===== src/rtl/dbg_run_pkg.sv =====
package dbg_run_pkg;

    typedef enum logic [1:0] {
        MODE_INTO = 2'd0,
        MODE_OVER = 2'd1,
        MODE_OUT  = 2'd2,
        MODE_FREE = 2'd3
    } run_mode_e;

    typedef enum logic [1:0] {
        ST_HALT  = 2'd0,
        ST_FIRST = 2'd1,
        ST_RUN   = 2'd2
    } run_state_e;

endpackage


===== src/rtl/dbg_budget_ctr.sv =====
module dbg_budget_ctr #(
    parameter int CNT_W = 32
) (
    input  logic             clk,
    input  logic             rst_n,
    input  logic             clr_i,
    input  logic             inc_i,
    input  logic [CNT_W-1:0] limit_i,
    output logic             spent_o
);
    localparam logic [CNT_W-1:0] CNT_MAX = '1;

    logic [CNT_W-1:0] cnt_q;

    always_ff @(posedge clk or negedge rst_n) begin
        if (!rst_n) begin
            cnt_q <= '0;
        end else if (clr_i) begin
            cnt_q <= '0;
        end else if (inc_i && cnt_q != CNT_MAX) begin
            cnt_q <= cnt_q + 1'b1;
        end
    end

    // True when the retire being counted now reaches the limit
    assign spent_o = ({1'b0, cnt_q} + 1'b1) >= {1'b0, limit_i};

    AST_NO_OVERFLOW: assert property (@(posedge clk) disable iff (!rst_n)
        (inc_i && !clr_i && cnt_q == CNT_MAX) |=> (cnt_q == CNT_MAX));

endmodule


===== src/rtl/dbg_call_depth.sv =====
module dbg_call_depth #(
    parameter int DEPTH_W = 8
) (
    input  logic clk,
    input  logic rst_n,
    input  logic clr_i,
    input  logic deeper_i,
    input  logic shallower_i,
    output logic at_entry_o
);
    localparam logic [DEPTH_W-1:0] DEPTH_MAX = '1;

    logic [DEPTH_W-1:0] depth_q;

    always_ff @(posedge clk or negedge rst_n) begin
        if (!rst_n) begin
            depth_q <= '0;
        end else if (clr_i) begin
            depth_q <= '0;
        end else if (deeper_i && !shallower_i && depth_q != DEPTH_MAX) begin
            depth_q <= depth_q + 1'b1;
        end else if (shallower_i && !deeper_i && depth_q != '0) begin
            depth_q <= depth_q - 1'b1;
        end
    end

    assign at_entry_o = (depth_q == '0);

    AST_DEPTH_FLOOR: assert property (@(posedge clk) disable iff (!rst_n)
        (shallower_i && !deeper_i && !clr_i && depth_q == '0) |=> (depth_q == '0));

endmodule


===== src/rtl/dbg_run_ctrl.sv =====
module dbg_run_ctrl
    import dbg_run_pkg::*;
#(
    parameter int CNT_W   = 32,
    parameter int DEPTH_W = 8
) (
    input  logic             clk,
    input  logic             rst_n,
    input  logic             start_i,
    input  logic [1:0]       mode_i,
    input  logic             retire_i,
    input  logic             call_i,
    input  logic             ret_i,
    input  logic             bkpt_hit_i,
    input  logic [CNT_W-1:0] max_iter_i,
    output logic             run_en_o,
    output logic             halted_o,
    output logic             bkpt_sup_o
);
    run_state_e state_q, state_d;
    run_mode_e  mode_q, mode_d;

    logic launch, bkpt_take, commit, is_call, is_ret, convert;
    logic spent, at_entry, stop;

    assign launch    = (state_q == ST_HALT) && start_i;
    assign bkpt_take = (state_q == ST_RUN) && bkpt_hit_i;
    assign commit    = (state_q != ST_HALT) && retire_i && !bkpt_take;
    assign is_call   = call_i && !ret_i;
    assign is_ret    = ret_i && !call_i;
    assign convert   = commit && (mode_q == MODE_OVER) && is_call;

    dbg_budget_ctr #(.CNT_W(CNT_W)) u_budget (
        .clk     (clk),
        .rst_n   (rst_n),
        .clr_i   (launch),
        .inc_i   (commit),
        .limit_i (max_iter_i),
        .spent_o (spent)
    );

    dbg_call_depth #(.DEPTH_W(DEPTH_W)) u_depth (
        .clk         (clk),
        .rst_n       (rst_n),
        .clr_i       (launch),
        .deeper_i    (commit && is_call && !convert),
        .shallower_i (commit && is_ret),
        .at_entry_o  (at_entry)
    );

    // Stop rule of the captured mode, applied to a committed retire
    always_comb begin
        unique case (mode_q)
            MODE_INTO: stop = 1'b1;
            MODE_OVER: stop = !is_call || spent;
            MODE_OUT:  stop = (is_ret && at_entry) || spent;
            MODE_FREE: stop = spent;
            default:   stop = 1'b1;
        endcase
    end

    always_comb begin
        state_d = state_q;
        mode_d  = mode_q;
        unique case (state_q)
            ST_HALT: begin
                if (start_i) begin
                    state_d = ST_FIRST;
                    mode_d  = run_mode_e'(mode_i);
                end
            end
            ST_FIRST, ST_RUN: begin
                if (bkpt_take) begin
                    state_d = ST_HALT;
                end else if (retire_i) begin
                    state_d = stop ? ST_HALT : ST_RUN;
                    if (convert) mode_d = MODE_OUT;
                end
            end
            default: state_d = ST_HALT;
        endcase
    end

    always_ff @(posedge clk or negedge rst_n) begin
        if (!rst_n) begin
            state_q <= ST_HALT;
            mode_q  <= MODE_INTO;
        end else begin
            state_q <= state_d;
            mode_q  <= mode_d;
        end
    end

    always_comb begin
        run_en_o   = (state_q != ST_HALT);
        halted_o   = (state_q == ST_HALT);
        bkpt_sup_o = (state_q == ST_FIRST);
    end

    AST_INTO_SINGLE: assert property (@(posedge clk) disable iff (!rst_n)
        (commit && mode_q == MODE_INTO) |=> halted_o);
    AST_FIRST_MASKED: assert property (@(posedge clk) disable iff (!rst_n)
        $rose(run_en_o) |-> bkpt_sup_o);
    AST_BKPT_STOP: assert property (@(posedge clk) disable iff (!rst_n)
        (run_en_o && !bkpt_sup_o && bkpt_hit_i) |=> halted_o);
    AST_BUSY_START: assert property (@(posedge clk) disable iff (!rst_n)
        (!halted_o && start_i && !retire_i && !bkpt_hit_i) |=> (!halted_o && $stable(mode_q)));
    AST_HALT_HOLD: assert property (@(posedge clk) disable iff (!rst_n)
        (halted_o && !start_i) |=> halted_o);

endmodule


===== config.mk =====
export PLATFORM = sky130hd
export DESIGN_NAME = dbg_run_ctrl
export DESIGN_NICKNAME = d
export VERILOG_FILES = /design/src/rtl/dbg_run_pkg.sv /design/src/rtl/dbg_budget_ctr.sv /design/src/rtl/dbg_call_depth.sv /design/src/rtl/dbg_run_ctrl.sv
export SDC_FILE = /design/constraint.sdc
export NUM_CORES = 1
export LEC_CHECK = 0
export BUFFER_PORTS_ARGS = -buffer_cell sky130_fd_sc_hd__buf_2
export CAP_MARGIN = 10
export CORE_UTILIZATION = 40
export CTS_CLUSTER_DIAMETER = 120
export DETAILED_ROUTE_END_ITERATION = 10
export PLACE_DENSITY_LB_ADDON = 0.05
export SLEW_MARGIN = 20
export SYNTH_ARGS = -nofsm -noshare
export SYNTH_HDL_FRONTEND = slang
export SYNTH_HIERARCHICAL = 1
export SYNTH_SLANG_ARGS = --single-unit

===== constraint.sdc =====
create_clock -name clk -period 3.97 [get_ports clk]
set_input_delay 0.1985 -clock clk [delete_from_list [all_inputs] [get_ports clk]]
set_output_delay 0.1985 -clock clk [all_outputs]
set_load 0.02 [all_outputs]

==> impl_metrics.env, run 1 <==
export IMPL_status="finished with violations"
export IMPL_violations="hold timing"
export IMPL_cts_buffers=5
export IMPL_finalCritPeriodShare_pct=91.05
export IMPL_synth_nets=578
export IMPL_maxSlewViolCount=0
export IMPL_place_gp_congestion=0.8174
export IMPL_synth_edf_count=0
export IMPL_cts_buffer_depth=2
export IMPL_cts_root_buf="clkbuf_8"
export IMPL_fin_area_um2=4579
export IMPL_ant_nets=0
export IMPL_fp_row_count=36
export IMPL_htree_levels=2
export IMPL_mostFrequentLayoutCells="inv_1 (48), ha_1 (47), dfrtp_1 (44)"
export IMPL_setup_tns_final_ns=0
export IMPL_drt_pass1_iter_count=6
export IMPL_post_route_min_period_ns=3.615
export IMPL_drv_cap=0
export IMPL_finClkSkew_ns=0.007182
export IMPL_critPathLaunchType="flop"
export IMPL_die_w_um=103.6
export IMPL_rsz0062_at_grt="no"
export IMPL_wl_per_cell_um=15.17
export IMPL_fin_nets=616
export IMPL_fmax_ghz=0.2766
export IMPL_via_per_inst=5.511
export IMPL_grt_max_degree=45
export IMPL_worst_hold_slack_ns=-0.01359
export IMPL_ys_ff_latch=44
export IMPL_p_per_area_nw_per_um2=389.2
export IMPL_worstPathArrival_ns=3.84
export IMPL_fillerInstances=997
export IMPL_clk_pin_slew_ns=0.09
export IMPL_ys_seq_area_share_pct=26.67
export IMPL_hold_class="in2async"
export IMPL_antenna_cells=0
export IMPL_first_iter_violations=132
export IMPL_ys_types=66
export IMPL_synth_area_leaders="dfrtp_1 (27%), ha_1 (14%), xnor2_1 (6.2%)"
export IMPL_grt_pass1_wl_um=17110
export IMPL_synth_area_leader_cell="dfrtp_1"
export IMPL_postPlaceCellArea_um2=4467
export IMPL_endpoint_kind="flop"
export IMPL_finalSetupViolations=0
export IMPL_portBuffers=43
export IMPL_cts_tree="done"
export IMPL_synthCells=489
export IMPL_cts_sinks=44
export IMPL_grt_pass1_vias=3520
export IMPL_crit_path_max_fanout=8
export IMPL_drc=0
export IMPL_fp_coreArea_um2=9910
export IMPL_ioPinCount=44
export IMPL_crit_required_ns=4.20
export IMPL_avgSynthCellArea_um2=8.444
export IMPL_start_util_pct=41.67
export IMPL_async_flop_share_pct=100.0
export IMPL_worst_slew_margin_rel_pct=58.53
export IMPL_clk_latency_ns=0.30
export IMPL_postCtsSetupBuffers=0
export IMPL_synth_flop_cell="dfrtp_1"
export IMPL_final_common_cell="inv_1"
export IMPL_synthToLayoutAreaGrowth_pct=10.91
export IMPL_track_usage_pct=19.50
export IMPL_vias=3643
export IMPL_ir_drop_uv=322.4
export IMPL_finalHoldViolCount=7
export IMPL_worstMarginPinSlew_ns=0.6220
export IMPL_yosysTopAreaCellShare_pct=26.67
export IMPL_wl_um=10030
export IMPL_die_area_um2=10730
export IMPL_drive_above_1_share_pct=14.39
export IMPL_criticalPathCategory="reg2reg"
export IMPL_overflow=0
export IMPL_die_h_um=103.6
export IMPL_syn_cell_area_um2=4129
export IMPL_leakage_nw=2.138
export IMPL_dp_hpwl_um=7404
export IMPL_antenna_found_initial=0
export IMPL_yosysWarnings=6
export IMPL_power_w=0.001782
## routing by layer
metal / GRT usage (%) / up-vias / wire [µm]
li1: - / 1873 / -
met1: 27.50 / 1684 / 5208
met2: 30.30 / 72 / 4219
met3: 3.335 / 14 / 430
met4: 5.901 / 0 / 168
met5: 0 / - / 0
## metrics by stage
step | worst slack (ns) | instances | utilization [%]
3_5_place_dp | 0.2044 | 653 | 45.08
5_1_grt | 0.002538 | 661 | 46.21
2_1_floorplan | 0.7221 | 489 | -
3_3_place_gp | 0.2251 | 653 | 45.08
4_1_cts | 0.1782 | 661 | 46.16
6_report | 0.3553 | 661 | 46.21
## final cells by class
cell class                 instances  area, µm²  area share, %
clock buffer                       6      72.57          1.585
tap                              133      166.4          3.634
timing repair buffer              54      297.8          6.503
multi-input combinational        373       2723          59.45
sequential                        44       1101          24.04
inverter                          49      183.9          4.016
clock inverter                     2      35.03         0.7650
## cell usage after synthesis, types with 5 or more instances
cell type / count
inv_1: 48
ha_1: 47
dfrtp_1: 44
a21oi_1: 39
xnor2_1: 29
nand2_1: 28
nor2_1: 24
nand3_1: 22
nand4_1: 21
o31ai_1: 21
or4_1: 19
clkbuf_1: 12
nor2b_1: 11
o21ai_0: 11
a21o_1: 7
a211oi_1: 6
and3_1: 6
and4_1: 5
nand2b_1: 5
nor3_1: 5
## final timing paths
check                                   start                  to  slack, ns  cells past startpoint
setup / recovery            u_budget/cnt_q[7]          state_q[1]       0.36                     14
hold / removal                          rst_n  u_budget/cnt_q[18]      -0.01                      2
setup reg to reg            u_budget/cnt_q[7]          state_q[1]       0.36                     14
hold reg to reg            u_depth/depth_q[2]  u_depth/depth_q[2]       0.55                      2
max in group asynchronous               rst_n  u_budget/cnt_q[10]       3.56                      2
min in group clk                    mode_i[1]           mode_q[1]       0.11                      2
## worst max-delay path, cell delays in order, from the launching register on
cell and delay [ns]:
dfrtp_1 0.42, nand3_1 0.24, nor4_4 0.48, buf_4 0.21
nand3_1 0.09, xnor2_1 0.24, ha_1 0.30, and4_1 0.23
a221o_1 0.32, a22oi_1 0.19, nand4_1 0.16, a211oi_1 0.26
and3_1 0.17, o311ai_0 0.10, mux2i_1 0.13
## cells by family (layout without fill, tap and decap cells)
kind of cell | Yosys count | after routing | synth area share (%)
xor+xnor | 33 | 33 | 7.000
fa+ha+maj | 48 | 48 | 14.73
buf+inv | 72 | 111 | 7.515
mux | 7 | 7 | 1.848
compound gates | 116 | 116 | 18.67
simple gates | 169 | 169 | 23.58
flops | 44 | 44 | 26.67
## sequential cells by signal, summed over array words and instances, names as in the netlist
register,flops
state_q,2
u_budget/cnt_q,32
u_depth/depth_q,8
mode_q,2
## power by group
| group | switching, W | leakage (nW) | internal (W) |
|---|---|---|---|
| clock network | 0.000167 | 0.0552 | 0.000187 |
| registers | 0.0000728 | 0.594 | 0.000517 |
| logic | 0.000500 | 1.49 | 0.000339 |
| total | 0.000740 | 2.14 | 0.00104 |
## repair_timing
item / CTS / global route
hold buffers: 0 / 0
endpoints found under the setup margin: 0 / 1
gates resized for setup: 0 / 1
endpoints found under the hold margin: 0 / 0
Power figures use the tool's default switching activity.
==> run 2, diff against run 1 <==
--- a/config.mk
+++ b/config.mk
@@ -7,6 +7,8 @@
 export LEC_CHECK = 0
 export BUFFER_PORTS_ARGS = -buffer_cell sky130_fd_sc_hd__buf_2
 export CAP_MARGIN = 10
+export CELL_PAD_IN_SITES_DETAIL_PLACEMENT = 1
+export CELL_PAD_IN_SITES_GLOBAL_PLACEMENT = 1
 export CORE_UTILIZATION = 40
 export CTS_CLUSTER_DIAMETER = 120
 export DETAILED_ROUTE_END_ITERATION = 10
==> constraint.sdc (replaced) <==
create_clock -name clk -period 3.97 [get_ports clk]
set_input_delay 0.794 -clock clk [delete_from_list [all_inputs] [get_ports clk]]
set_output_delay 0.794 -clock clk [all_outputs]
set_load 0.02 [all_outputs]
==> impl_metrics.env, run 2 (synthesis gave the netlist of run 1 again) <==
export IMPL_status="finished clean"
export IMPL_largest_reg_flops=32
export IMPL_cts_tree="done"
export IMPL_via_per_inst=5.724
export IMPL_htree_levels=2
export IMPL_die_h_um=103.6
export IMPL_overflow=0
export IMPL_die_area_um2=10730
export IMPL_p_clk_share_pct=17.7
export IMPL_path_delay_family="simple AND/OR/NAND/NOR gates"
export IMPL_clk_pin_slew_ns=0.09
export IMPL_clk_latency_ns=0.30
export IMPL_reg_top3="u_budget/cnt_q (32), u_depth/depth_q (8)"
export IMPL_die_w_um=103.6
export IMPL_maxSlewViolCount=0
export IMPL_grt_pass1_vias=4020
export IMPL_grt_max_degree=34
export IMPL_place_gp_congestion=0.8170
export IMPL_wl_per_cell_um=16.80
export IMPL_vias=3789
export IMPL_power_share_sequential_pct=33.7
export IMPL_start_util_pct=41.67
export IMPL_rsz0062_at_grt="no"
export IMPL_p_int_w=0.001000
export IMPL_finalSetupViolations=0
export IMPL_drc=0
export IMPL_criticalPathCategory="reg2reg"
export IMPL_ant_nets=0
export IMPL_wl_um=11120
export IMPL_worst_r2r_setup_slack_ns=0.36
export IMPL_ir_drop_uv=272.8
export IMPL_finClkSkew_ns=0.006356
export IMPL_switching_power_w=0.0007562
export IMPL_fmax_ghz=0.2769
export IMPL_dp_hpwl_um=8477
export IMPL_synthToLayoutAreaGrowth_pct=12.09
export IMPL_endpoint_kind="flop"
export IMPL_antenna_found_initial=0
export IMPL_mostFrequentLayoutCells="inv_1 (48), ha_1 (46), buf_2 (43)"
export IMPL_ioPinCount=44
export IMPL_finalHoldViolCount=0
export IMPL_leakage_nw=2.176
export IMPL_sw_frac_of_total_pct=43.06
export IMPL_drive_above_1_share_pct=16.45
export IMPL_finalCritPeriodShare_pct=90.96
export IMPL_track_usage_pct=21.93
export IMPL_cts_buffers=5
export IMPL_worstPathArrival_ns=3.85
export IMPL_antenna_cells=0
export IMPL_rr_startpoint="u_budget/cnt_q[18]"
export IMPL_worst_slew_margin_rel_pct=46.27
export IMPL_crit_path_max_fanout=6
export IMPL_cp_slowest_cell="dfrtp_1"
export IMPL_cts_sinks=44
export IMPL_final_common_cell="inv_1"
export IMPL_reg2reg_to="state_q[1]"
export IMPL_final_cells=662
export IMPL_crit_buf_inv=0
export IMPL_cts_buffer_depth=2
export IMPL_fp_coreArea_um2=9910
export IMPL_fp_row_count=36
export IMPL_first_iter_violations=120
export IMPL_portBuffers=43
export IMPL_grt_pass1_wl_um=19190
export IMPL_drv_cap=0
export IMPL_cts_root_buf="clkbuf_8"
export IMPL_reg2reg_depth=15
export IMPL_drt_pass1_iter_count=4
export IMPL_fin_nets=617
export IMPL_hold_buffers=0
export IMPL_crit_chain="nand3_1, nor4_2, and4_2, nand3_1, xnor2_1, ha_1, a21o_1, a21o_1, a21oi_1, a2bb2oi_1, nand4_1, a211oi_1, and3_1, o311ai_0, mux2i_1"
export IMPL_crit_required_ns=4.21
export IMPL_p_per_area_nw_per_um2=379.5
export IMPL_combPwrFrac_pct=48.6
export IMPL_worstMarginPinSlew_ns=0.8059
export IMPL_placed_cells=654
export IMPL_critical_path_max_stage_delay_ns=0.47
export IMPL_power_w=0.001756
export IMPL_hold_class="in2async"
export IMPL_regMostFlops="u_budget/cnt_q"
export IMPL_setup_tns_final_ns=0
export IMPL_post_route_min_period_ns=3.611
export IMPL_critPathLaunchType="flop"
run 2: worst register-to-register path, stage by stage (launching register included):
cell       delay (ns)
dfrtp_1          0.47
nand3_1          0.29
nor4_2           0.37
and4_2           0.34
nand3_1          0.11
xnor2_1          0.15
ha_1             0.29
a21o_1           0.18
a21o_1           0.17
a21oi_1          0.18
a2bb2oi_1        0.17
nand4_1          0.16
a211oi_1         0.26
and3_1           0.17
o311ai_0         0.11
mux2i_1          0.14
run 2: metrics by stage:
stage,cell area (µm²),setup WS [ns],hold WS (ns),util [%]
2_1_floorplan,4129,0.7221,0.4810,-
3_3_place_gp,4474,0.2180,0.5214,45.15
3_5_place_dp,4474,0.1451,0.5397,45.15
4_1_cts,4567,0.1203,0.5306,46.09
5_1_grt,4628,0.008364,0.5527,46.70
6_report,4628,0.3589,0.5076,46.70
run 2: power by group through the flow:
stage | Clock [W] | Combinational (W) | Sequential, W
floorplan | 0 | 0.000670 | 0.000579
global placement | 0 | 0.000835 | 0.000598
detailed placement | 0 | 0.000861 | 0.000602
CTS | 0.000323 | 0.000868 | 0.000593
global route | 0.000336 | 0.000976 | 0.000605
finish | 0.000310 | 0.000854 | 0.000592
run 2: how the worst max path moves through the flow:
stage	from	to	slack [ns]	cells past startpoint
6_report	u_budget/cnt_q[18]	state_q[1]	0.36	15
3_3_place_gp	u_budget/cnt_q[7]	state_q[1]	0.22	16
3_5_place_dp	u_budget/cnt_q[0]	state_q[1]	0.15	15
4_1_cts	u_budget/cnt_q[0]	state_q[1]	0.12	15
5_1_grt	u_budget/cnt_q[6]	state_q[1]	0.008	16
2_1_floorplan	u_budget/cnt_q[11]	state_q[1]	0.72	16
run 2: what timing repair did:
item / 4_1_cts / 5_1_grt
endpoints found under the setup margin: 0 / 1
setup buffers: 0 / 0
gates resized for setup: 0 / 14
run 2: routing by layer:
layer | GRT usage (%) | up-vias | routed length (µm)
li1 | - | 1863 | -
met3 | 2.329 | 13 | 270
met2 | 36.29 | 57 | 5129
met5 | 0 | - | 0
met1 | 30.07 | 1856 | 5552
met4 | 6.418 | 0 | 168
run 2: layout make-up:
class,instances,area (µm²)
tap,133,166.4
sequential,44,1104
clock inverter,2,10.01
clock buffer,6,82.58
multi-input combinational,373,2773
fill,1216,5281
inverter,49,183.9
timing repair buffer,55,309.0
